### config.mk
export PLATFORM = sky130hd
export DESIGN_NAME = hexseq_display
export DESIGN_NICKNAME = d
export VERILOG_FILES = /design/src/rtl/hexseq_pkg.sv /design/src/rtl/hexseq_timer.sv /design/src/rtl/hexseq_fsm.sv /design/src/rtl/hexseq_seg7.sv /design/src/rtl/hexseq_display.sv
export SDC_FILE = /design/constraint.sdc
export NUM_CORES = 1
export LEC_CHECK = 0
export BUFFER_PORTS_ARGS = -buffer_cell sky130_fd_sc_hd__clkbuf_2
export CAP_MARGIN = 5
export CORE_MARGIN = 3
export CORE_UTILIZATION = 60
export DETAILED_ROUTE_END_ITERATION = 8
export GPL_TIMING_DRIVEN = 0
export HOLD_SLACK_MARGIN = 0.03
export PLACE_DENSITY = 0.88
export SLEW_MARGIN = 20
export SYNTH_ARGS = -nofsm -noshare
export SYNTH_HDL_FRONTEND = slang
export SYNTH_SLANG_ARGS = --single-unit
### constraint.sdc
create_clock -name clk_i -period 4.65 [get_ports clk_i]
set_input_delay 0.465 -clock clk_i [delete_from_list [all_inputs] [get_ports clk_i]]
set_output_delay 0.465 -clock clk_i [all_outputs]
set_load 0.03 [all_outputs]
### src/rtl/hexseq_pkg.sv
package hexseq_pkg;
  localparam int unsigned WORD_W = 16;
  localparam int unsigned NIB_W  = 4;
  localparam int unsigned SEG_W  = 7;

  // low two bits of a digit phase select the nibble
  typedef enum logic [2:0] {
    PH_D0  = 3'd0,
    PH_D1  = 3'd1,
    PH_D2  = 3'd2,
    PH_D3  = 3'd3,
    PH_GAP = 3'd4
  } phase_e;
endpackage

### src/rtl/hexseq_timer.sv
module hexseq_timer #(
  parameter int unsigned CNT_W = 24
) (
  input  logic             clk_i,
  input  logic             rst_ni,
  input  logic             clr_i,
  input  logic [CNT_W-1:0] last_i,
  output logic             done_o
);
  logic [CNT_W-1:0] cnt_q;

  assign done_o = (cnt_q == last_i);

  always_ff @(posedge clk_i or negedge rst_ni) begin
    if (!rst_ni)               cnt_q <= '0;
    else if (clr_i || done_o)  cnt_q <= '0;
    else                       cnt_q <= cnt_q + 1'b1;
  end


  cnt_bound_chk: assert property (@(posedge clk_i) disable iff (!rst_ni)
    cnt_q <= last_i);
endmodule

### src/rtl/hexseq_fsm.sv
module hexseq_fsm
  import hexseq_pkg::*;
(
  input  logic   clk_i,
  input  logic   rst_ni,
  input  logic   clr_i,
  input  logic   done_i,
  output phase_e phase_o,
  output logic   load_o
);
  phase_e phase_q, phase_d;

  always_comb begin
    phase_d = phase_q;
    if (clr_i) phase_d = PH_GAP;
    else if (done_i) begin
      unique case (phase_q)
        PH_GAP:  phase_d = PH_D3;
        PH_D3:   phase_d = PH_D2;
        PH_D2:   phase_d = PH_D1;
        PH_D1:   phase_d = PH_D0;
        default: phase_d = PH_GAP;
      endcase
    end
  end

  always_ff @(posedge clk_i or negedge rst_ni) begin
    if (!rst_ni) phase_q <= PH_GAP;
    else         phase_q <= phase_d;
  end

  assign phase_o = phase_q;
  assign load_o  = (phase_q == PH_GAP) && done_i && !clr_i;


  phase_hold_chk: assert property (@(posedge clk_i) disable iff (!rst_ni)
    (!done_i && !clr_i) |=> $stable(phase_q));

  msn_next_chk: assert property (@(posedge clk_i) disable iff (!rst_ni)
    (phase_q == PH_D3 && done_i && !clr_i) |=> (phase_q == PH_D2));

  clr_to_gap_chk: assert property (@(posedge clk_i) disable iff (!rst_ni)
    clr_i |=> (phase_q == PH_GAP));
endmodule

### src/rtl/hexseq_seg7.sv
module hexseq_seg7
  import hexseq_pkg::*;
(
  input  logic [NIB_W-1:0] nib_i,
  input  logic             blank_i,
  output logic [SEG_W-1:0] seg_o
);
  logic [SEG_W-1:0] glyph;

  // {g,f,e,d,c,b,a}
  always_comb begin
    unique case (nib_i)
      4'h0: glyph = 7'h3F;
      4'h1: glyph = 7'h06;
      4'h2: glyph = 7'h5B;
      4'h3: glyph = 7'h4F;
      4'h4: glyph = 7'h66;
      4'h5: glyph = 7'h6D;
      4'h6: glyph = 7'h7D;
      4'h7: glyph = 7'h07;
      4'h8: glyph = 7'h7F;
      4'h9: glyph = 7'h6F;
      4'hA: glyph = 7'h77;
      4'hB: glyph = 7'h7C;
      4'hC: glyph = 7'h39;
      4'hD: glyph = 7'h5E;
      4'hE: glyph = 7'h79;
      default: glyph = 7'h71;
    endcase
  end

  assign seg_o = blank_i ? '0 : glyph;
endmodule

### src/rtl/hexseq_display.sv
module hexseq_display
  import hexseq_pkg::*;
#(
  parameter int unsigned DIGIT_CYCLES = 32'd8388608,
  parameter int unsigned GAP_CYCLES   = 32'd4194304
) (
  input  logic              clk_i,
  input  logic              rst_ni,
  input  logic              clr_i,
  input  logic [WORD_W-1:0] pc_i,
  input  logic [WORD_W-1:0] opc_i,
  output logic [SEG_W-1:0]  seg_o
);
  localparam int unsigned CNT_MAX = (DIGIT_CYCLES > GAP_CYCLES) ? DIGIT_CYCLES : GAP_CYCLES;
  localparam int unsigned CNT_W   = $clog2(CNT_MAX + 1);
  localparam logic [CNT_W-1:0] DIG_LAST = CNT_W'(DIGIT_CYCLES - 1);
  localparam logic [CNT_W-1:0] GAP_LAST = CNT_W'(GAP_CYCLES - 1);

  logic              unused_opc;
  logic              done, load;
  phase_e            phase;
  logic [CNT_W-1:0]  last;
  logic [WORD_W-1:0] hold_q;
  logic [NIB_W-1:0]  nib;

  assign unused_opc = ^opc_i;
  assign last       = (phase == PH_GAP) ? GAP_LAST : DIG_LAST;

  hexseq_timer #(.CNT_W(CNT_W)) i_timer (
    .clk_i  (clk_i),
    .rst_ni (rst_ni),
    .clr_i  (clr_i),
    .last_i (last),
    .done_o (done)
  );

  hexseq_fsm i_fsm (
    .clk_i   (clk_i),
    .rst_ni  (rst_ni),
    .clr_i   (clr_i),
    .done_i  (done),
    .phase_o (phase),
    .load_o  (load)
  );

  always_ff @(posedge clk_i or negedge rst_ni) begin
    if (!rst_ni)   hold_q <= '0;
    else if (load) hold_q <= pc_i;
  end

  assign nib = hold_q[phase[1:0]*NIB_W +: NIB_W];

  hexseq_seg7 i_seg7 (
    .nib_i   (nib),
    .blank_i (phase == PH_GAP),
    .seg_o   (seg_o)
  );


  hold_stable_chk: assert property (@(posedge clk_i) disable iff (!rst_ni)
    !load |=> $stable(hold_q));

  gap_blank_chk: assert property (@(posedge clk_i) disable iff (!rst_ni)
    (phase == PH_GAP) |-> (seg_o == '0));

  digit_lit_chk: assert property (@(posedge clk_i) disable iff (!rst_ni)
    (phase != PH_GAP) |-> (seg_o != '0));
endmodule

# After elaboration in Yosys (flattened, before gate mapping)
# Memories as Yosys holds them, arrays and structs flattened.
# Cells that the tools add are included.
# word_totals
memories	1
input_bits	35
out_inout_bits	7
rom_bits	112
register_bits	43
# memory_table
memory	words	width	read_ports	rd_ports_with_merged_regs	wr	line	text
(name not given)	16	7	1	0	0	hexseq_seg7.sv:12	unique case (nib_i)
# op_classes
n_eq_ne	5
reduce_logical	5
addsub	1
mux	6
shift	1
# op_table
cell	n
adder 24 x 1 -> 24 bit (second input constant)	1
equality test 24 x 23 -> 1 bit	1
two-way mux 24 bit	1
two-way mux 23 bit	1
variable part select 16 x 5 -> 4 bit	1
one-hot mux 3 bit (4 select lines)	1
two-way mux 7 bit	1
equality test 3 x 2 -> 1 bit (second input constant)	2
two-way mux 3 bit	2
equality test 3 x 1 -> 1 bit (second input constant)	1
equality test 3 bit (second input constant)	1
logical AND 1 bit	2
nonzero test 2 bit	1
zero test 1 bit	1
logical OR 1 bit	1

# Depth between registers and ports, before layout
# Gate-level depths: netlist of run 1.
# depth
depth_word	5
depth_mapped	7
ltp_nobuf	6

# Modules after synthesis
# A second synthesis of run 1 with hierarchy kept.
# unflattened
hier_cells	240
area_unflattened_um2	2592.5
# modules_own_cells
mod	area_each_um2	instances	cells_each	seq_area_each_um2
hexseq_timer	1446.4	1	150	600.6
hexseq_display	728.2	1	43	400.4
hexseq_seg7	269.0	1	33	0.0
hexseq_fsm	148.9	1	14	76.3

# Least setup slack after synthesis of run 1
# OpenSTA, ideal clock, no wires.
# synth_path
kind	register to output
from	reg i_fsm.phase_q[0], in the netlist i_fsm.phase_o[0]
to	out seg_o[3]
path_buffers	1
required_ps	4185
arrival_time_ps	2156
slack_ps	2029
path_stages_with_launch	7
path_cell_list	dfrtp_1 -> buf_6 -> mux4_2 -> ha_1 -> nor2_1 -> a21oi_1 -> o31ai_1
# synth_via
elab_chain_cells	3
# synth_rtl
item	line	text
start: declaration	hexseq_fsm.sv:11	phase_e phase_q, phase_d;
start signal: assignment	hexseq_fsm.sv:29	else phase_q <= phase_d;
variable part select 16 x 5 -> 4 bit	hexseq_display.sv:51	assign nib = hold_q[phase[1:0]*NIB_W +: NIB_W];
memory (16 x 7 bit)	n/a	
two-way mux 7 bit (*)	hexseq_seg7.sv:32	assign seg_o = blank_i ? '0 : glyph;
end: declaration	hexseq_display.sv:12	output logic [SEG_W-1:0] seg_o
# Every way passes the cells marked *; elsewhere a longest branch is shown, timed or not.

# Worst setup path in the final report of run 1
# layout_path
from	reg i_fsm.phase_q[1], in the netlist i_fsm.phase_o[1]
to	out seg_o[4]
# The elaborated chain is that of the path after synthesis.

==> results.md, run 1 <==
- Status: finished clean
- 1st-iter DRT viols: 113
- Post-synth EDFFs: 0
- Maximum VDD drop: around 210 uV
- Placed inst area: between 2000 and 3000 sq um
- CP Data Required Time: 4.18 ns
- Die area: slightly below 5000 sq um
- Die Span Y: 70.3 microns
- Ys Warns: 0
- DPL Wire Length: 3940 microns
- Initial Util: approximately 65%
- Register bit total from synthesis: 43
- Maximum clock insertion buffer count: 2
- Share of cells above drive strength 1: 27.5%
- Port buffer count: 25
- DIE WIDTH: 70.3 microns
- PostCTS Resize Cnt: 0
- Endpoint type of the worst setup path: primary output
- CTS tree: built
- Via/cell ratio: 6.14
- Post-Syn Area: 2480 sq um
- Final wirelength: 5410 microns
- Grt ovf: 0
- WP data arrival: 2.47 ns
- Vias in the first global route: 1907
- Global-route wire length before repair: 9310 microns
- Clock-pin slew on the worst setup and hold paths: 0.09 ns
- Largest net degree at the start of global routing: 44
- IO Pins: 42
- Synth cell count leaders: dfrtp_1 (42), nor2_1 (22), a21oi_1 (14), nand2_1 (11)
- Skew-Pair Late Insertion Delay: 0.31 ns
- Core area: between 3000 and 4000 sq um
- Total GRT Usage: between 20% and 30%
- H-tree Lvls: 2
- Final RePlAce weighted congestion: 0.876
- Distinct cells, synth: 49
- Mapped Nets: ~270
- Leakage: 1.28 nW
- Post-synthesis async set-or-reset flop share: 100%
- CTS Hold Bufs: 0
- Sum Neg Setup Slack: 0 ns
- Fmax: 340 MHz
- Leading area contributor after synthesis: dfrtp_1
- Number of diodes: 0
- Detailed Routing Iterations Pass 1: 4
- Crit share post-route: 63.2%
- Rows: 22
- Hold Vio Cnt, Final: 0
- Synth Area per Inst: approximately 11 sq um
- Startpoint types: register
- Syn-to-layout area delta: 12.2%
- Synth Flop Type: dfrtp_1
- Worst-margin pin slew: 0.958 ns
- DRT antenna net count: 0
- Pwr per Cell Area: 257 nW/um^2
- WL met2: 2850 microns
- Clock skew: roughly 0.013 ns
- Post-CTS Setup Bufs: 0
- Cts bufs inserted: 5
- CTS Root Cell: clkbuf_8
- Final nets: roughly 300
- Worst Path Max Fanout: 9
- Ranking of synthesized cells by area: dfrtp_1 (42%), mux2_4 (6.1%), mux2_2 (4.5%), mux4_2 (3.6%), ha_1 (3.5%)
- Share of Yosys cell area claimed by the top area cell type: 42.4%
- Max-Cap Viols: 0
- Clock Sinks: 43
- RSZ-0062 raised after global routing: false
- Post-Route M1 WL: roughly 2200 microns
- Hold crit path type: in -> async
- DRC viols: 0
- Highest Signal Layer: met4
- Fin area: roughly 2800 sq um
- Slew Limit Fails: 0
- Most common cell in the netlist: dfrtp_1
- Sequential area share after synthesis: approximately 43%
- Vias: 1904
- # setup viols final: 0
- Wire length per cell: about 17 microns
- Final Critical Period: 2.94 ns
- Cell count after synthesis: 229
- Initial antenna violation count: 0
- Rel. slew slack: 36.1%
- Worst Path Class, Setup: reg -> out
- WL met3: 262 microns
## sequential cells by signal (all words and copies together) (netlist names)
| register | flops |
|---|---|
| i_fsm.phase_o | 3 |
| i_timer.cnt_q | 24 |
| hold_q | 16 |
## layout make-up
| class | instances | area [sq um] |
|---|---|---|
| timing repair buffer | 25 | 125 |
| multi-input combinational | 168 | 1320 |
| tap | 48 | 60.1 |
| clock buffer | 6 | 82.6 |
| clock inverter | 2 | 35.0 |
| sequential | 43 | 1080 |
| buffer | 10 | 55.1 |
| inverter | 8 | 30.0 |
| fill | 260 | 1040 |
## per-stage QoR
stage	hold WS (ns)	cells	total power [W]	setup slack (ns)	util, %
4_1_cts	0.365	310	0.000717	1.73	72.8
2_1_floorplan	0.169	229	0.000396	2.03	-
5_1_grt	0.354	310	0.000738	1.55	72.8
3_3_place_gp	0.471	302	0.000413	2.11	69.7
3_5_place_dp	0.478	302	0.000415	2.07	69.7
6_report	0.293	310	0.000716	1.71	72.8
## placed cells by master (no fill, tap or decap), types with 8 or more instances in the layout
master	synthesis	routed
dfrtp_1	42	42
clkbuf_2	0	24
nor2_1	22	22
a21oi_1	14	14
nand2_1	11	11
mux2_2	10	10
o21ai_0	10	10
nand3_1	10	10
mux2_4	10	10
inv_1	8	8
xor2_1	8	8
## layer usage
layer / vias up / track usage, %
li1: 908 / -
met1: 930 / 30.7
met2: 57 / 39.4
met3: 9 / 5.76
met4: 0 / 7.87
met5: - / 0
## path summary, 6_finish.rpt
| path | start | endpoint | slack, ns | cells past startpoint |
|---|---|---|---|---|
| max | i_fsm.phase_o[1]$_DFFE_PN0P_ | seg_o[4] | 1.71 | 7 |
| min | rst_ni | hold_q[3]$_DFFE_PN0P_ | 0.29 | 1 |
| max reg2reg | i_timer.cnt_q[0]$_DFF_PN0_ | hold_q[15]$_DFFE_PN0P_ | 2.34 | 6 |
| min reg2reg | i_timer.cnt_q[0]$_DFF_PN0_ | i_timer.cnt_q[0]$_DFF_PN0_ | 0.49 | 1 |
| max in group asynchronous | rst_ni | i_timer.cnt_q[10]$_DFF_PN0_ | 3.75 | 1 |
| min in group clk_i | pc_i[2] | hold_q[2]$_DFFE_PN0P_ | 0.38 | 2 |
## worst max-delay path, stage by stage, from the launching register on
cell and delay (ns):
dfrtp_1 0.33, buf_2 0.23, mux4_2 0.61, inv_1 0.16, ha_1 0.26, mux2i_1 0.10
o221a_2 0.28, clkbuf_2 0.18
## cells by family after synthesis
family | Yosys count | synth area share (%)
AND/OR/NAND/NOR | 82 | 19.7
flip-flops | 43 | 43.4
buffers and inverters | 18 | 3.43
AO/OA/AOI/OAI | 40 | 10.3
XOR/XNOR | 12 | 4.24
adder cells (fa/ha/maj) | 7 | 3.53
multiplexers | 27 | 15.4
## power by group
group          internal, W  switching [W]
clock network     0.000174       0.000135
registers         0.000377     0.00000356
logic           0.00000974      0.0000175
total             0.000560       0.000156
(Power assumes the default switching activity.)
==> run 2, diff against run 1 <==
- CORE_UTILIZATION: 60 -> 51
- PLACE_DENSITY: 0.88 -> 0.8
- clock period: 4.65 -> 2.58 ns (I/O delays scaled with it)
==> run 2 against run 1 <==
Sequential share of layout area down 1.2 points. Highest routed layer unchanged. Sequential cell count did not move. Clock power up 75%. Core utilization is 9.4 points lower. Non-clock buffer count rose by 7. Routed wire length shrank 4.2%. Critical path type unchanged. Largest power group unchanged. Cell area is 3.2% higher. Worst setup slack worse by 1.6 ns. Global-route usage fell by 4.2 points. Via count down 1.1%. Power rose by 78%. Cell count increased by 7.7%.
==> results.md, run 2 (same netlist as run 1, synthesis figures left out) <==
- IO Pins: 42 (unchanged)
- Max-Cap Viols: 0 (unchanged)
- RSZ-0062 raised after global routing: true
- Final wirelength: 5180 microns (-4.2%)
- Final RePlAce weighted congestion: 0.802 (-8.5%)
- Vias in the first global route: 1811 (-5.0%)
- WP data arrival: 2.24 ns (-0.23 ns)
- Worst Path Class, Setup: reg -> out
- Buf+Inv Stages, Crit Path: 3 (unchanged)
- Critical path's top delay family: multiplexers
- Number of diodes: 0 (unchanged)
- Dpl ws: 0.206 ns (-1.86 ns)
- Via/cell ratio: 5.64 (-8.2%)
- Skew-Pair Late Insertion Delay: 0.31 ns (about the same)
- # setup viols final: 0 (unchanged)
- Clock skew: 0.00915 ns (-0.00357 ns)
- Final cell count without fillers: 334 (+7.7%)
- Worst path max stage delay: 0.57 ns (-0.04 ns)
- Cells after DPL: 319 (+5.6%)
- Slew Limit Fails: 0 (unchanged)
- Maximum clock insertion buffer count: 2 (unchanged)
- Wire length per cell: 15.5 microns (-11%)
- Grt ovf: 0 (unchanged)
- Worst-margin pin slew: 0.950 ns (-0.00801 ns)
- Detailed Routing Iterations Pass 1: 4 (unchanged)
- Cts bufs inserted: 5 (unchanged)
- Hold crit path type: in -> async
- DRC viols: 0 (unchanged)
- Most frequent cells in the layout: dfrtp_1 (42), nor2_1 (22), clkbuf_2 (22), a21oi_1 (14), nand2_1 (11)
- Slowest CP cell: mux4_2
- Core area: 4530 sq um (+19%)
- DIE WIDTH: 75.8 microns (+7.7%)
- Initial Util: 54.7% (-10 points)
- Die area: 5740 sq um (+16%)
- Final setup margin: 0.0822 ns (-1.63 ns)
- # fillers: 357 (+37%)
- Share of cells above drive strength 1: 31.2% (+3.7 points)
- Most common cell after layout, fill and taps aside: dfrtp_1
- CTS Root Cell: clkbuf_8
- Final Critical Period: 2.50 ns
- Hold WS: 0.0905 ns (-0.203 ns)
- Hold Vio Cnt, Final: 0 (unchanged)
- Endpoint type of the worst setup path: primary output
- Startpoint types: register
- Worst Path Max Fanout: 5 (-4)
- Syn-to-layout area delta: 15.8%
- Maximum VDD drop: 334 uV (+59%)
- Largest net degree at the start of global routing: 44 (unchanged)
- Crit share post-route: 96.8%
- Vias: 1883 (-1.1%)
- Leakage: 1.31 nW (+2.5%)
- Top reg by flops: i_timer.cnt_q
- CTS tree: built
- Initial antenna violation count: 0 (unchanged)
- CP Data Required Time: 2.32 ns (-1.86 ns)
- H-tree Lvls: 2 (unchanged)
- Rows: 24 (+9.1%)
- Status: finished clean
- Clock Sinks: 43 (unchanged)
- CTS Hold Bufs: 0 (unchanged)
- Clock-pin slew on the worst setup and hold paths: 0.09 ns (about the same)
- Crit-path cells: buf_6 -> mux4_2 -> inv_2 -> ha_1 -> o21ai_1 -> mux2i_1 -> nor2_1 -> buf_4
- Fmax: 400 MHz
- 1st-iter DRT viols: 124 (+9.7%)
- Max FFs per register: 24 (unchanged)
- Die Span Y: 75.8 microns (+7.7%)
- Global-route wire length before repair: 8400 microns (-9.8%)
- DRT antenna net count: 0 (unchanged)
- Total GRT Usage: 19.7% (-4.2 points)
- Pwr per Cell Area: 443 nW/um^2 (+72%)
- Rel. slew slack: 36.6% (+0.53 points)
- DPL Wire Length: 3600 microns (-8.5%)
- Port buffer count: 25 (unchanged)
- Final nets: 310 (+2.3%)
## run 2: cell count changes in the layout (fill, tap and decap cells not counted), sizes merged
| cell | delta |
|---|---|
| inv | +1 |
| clkinv | -1 |
| clkbuf | -3 |
| clkinvlp | +1 |
| buf | +9 |
## run 2: final timing paths
path,cells after the start,to,slack [ns],from
max,8,seg_o[1],0.08,i_fsm.phase_o[0]$_DFFE_PN0P_
min in group clk_i,2,hold_q[0]$_DFFE_PN0P_,0.18,pc_i[0]
max reg2reg,6,hold_q[14]$_DFFE_PN0P_,0.33,i_timer.cnt_q[0]$_DFF_PN0_
max in group asynchronous,1,i_timer.cnt_q[20]$_DFF_PN0_,1.90,rst_ni
min reg2reg,1,i_timer.cnt_q[0]$_DFF_PN0_,0.49,i_timer.cnt_q[0]$_DFF_PN0_
min,1,hold_q[11]$_DFFE_PN0P_,0.09,rst_ni
## run 2: cell type report
| type | count | area, sq um | area share [%] |
|---|---|---|---|
| buffer | 9 | 57.6 | 2.00 |
| clock buffer | 5 | 68.8 | 2.40 |
| clock inverter | 3 | 46.3 | 1.61 |
| inverter | 8 | 30.0 | 1.05 |
| multi-input combinational | 168 | 1320 | 46.1 |
| sequential | 43 | 1080 | 37.5 |
| tap | 65 | 81.3 | 2.83 |
| timing repair buffer | 33 | 188 | 6.53 |
## run 2: repair_timing
action / 4_1_cts / 5_1_grt
buffers inserted: 0 / 7
cloned: 0 / 1
gates resized for setup: 6 / 5
setup endpoints to repair: 7 / 5
pin swaps: 0 / 1
## run 2: report_power, final
part / switching (W) / internal (W)
logic: 0.0000301 / 0.0000174
clock network: 0.000249 / 0.000292
registers: 0.00000602 / 0.000679
## run 2: metrics by stage
stage	area, sq um	TNS, ns	power (W)	util [%]
floorplan	2480	0	0.000713	-
global placement	2690	0	0.000745	59.3
detailed placement	2690	0	0.000747	59.3
CTS	2810	0	0.00128	62.0
global route	2870	-0.0135	0.00132	63.4
finish	2870	0	0.00127	63.4
## run 2: routing by layer
metal	global-route usage, %	vias up	wire [microns]
met5	0	-	0
met4	8.54	0	106
met3	4.22	10	151
met2	31.0	33	2560
met1	26.1	920	2360
li1	-	920	-
## run 2: worst register-to-register path, cell delays in order (launching register included)
cell	delay, ns
dfrtp_1	0.39
ha_1	0.26
nand4_2	0.19
nor4_4	0.50
nand4_4	0.25
buf_6	0.24
mux2_4	0.31
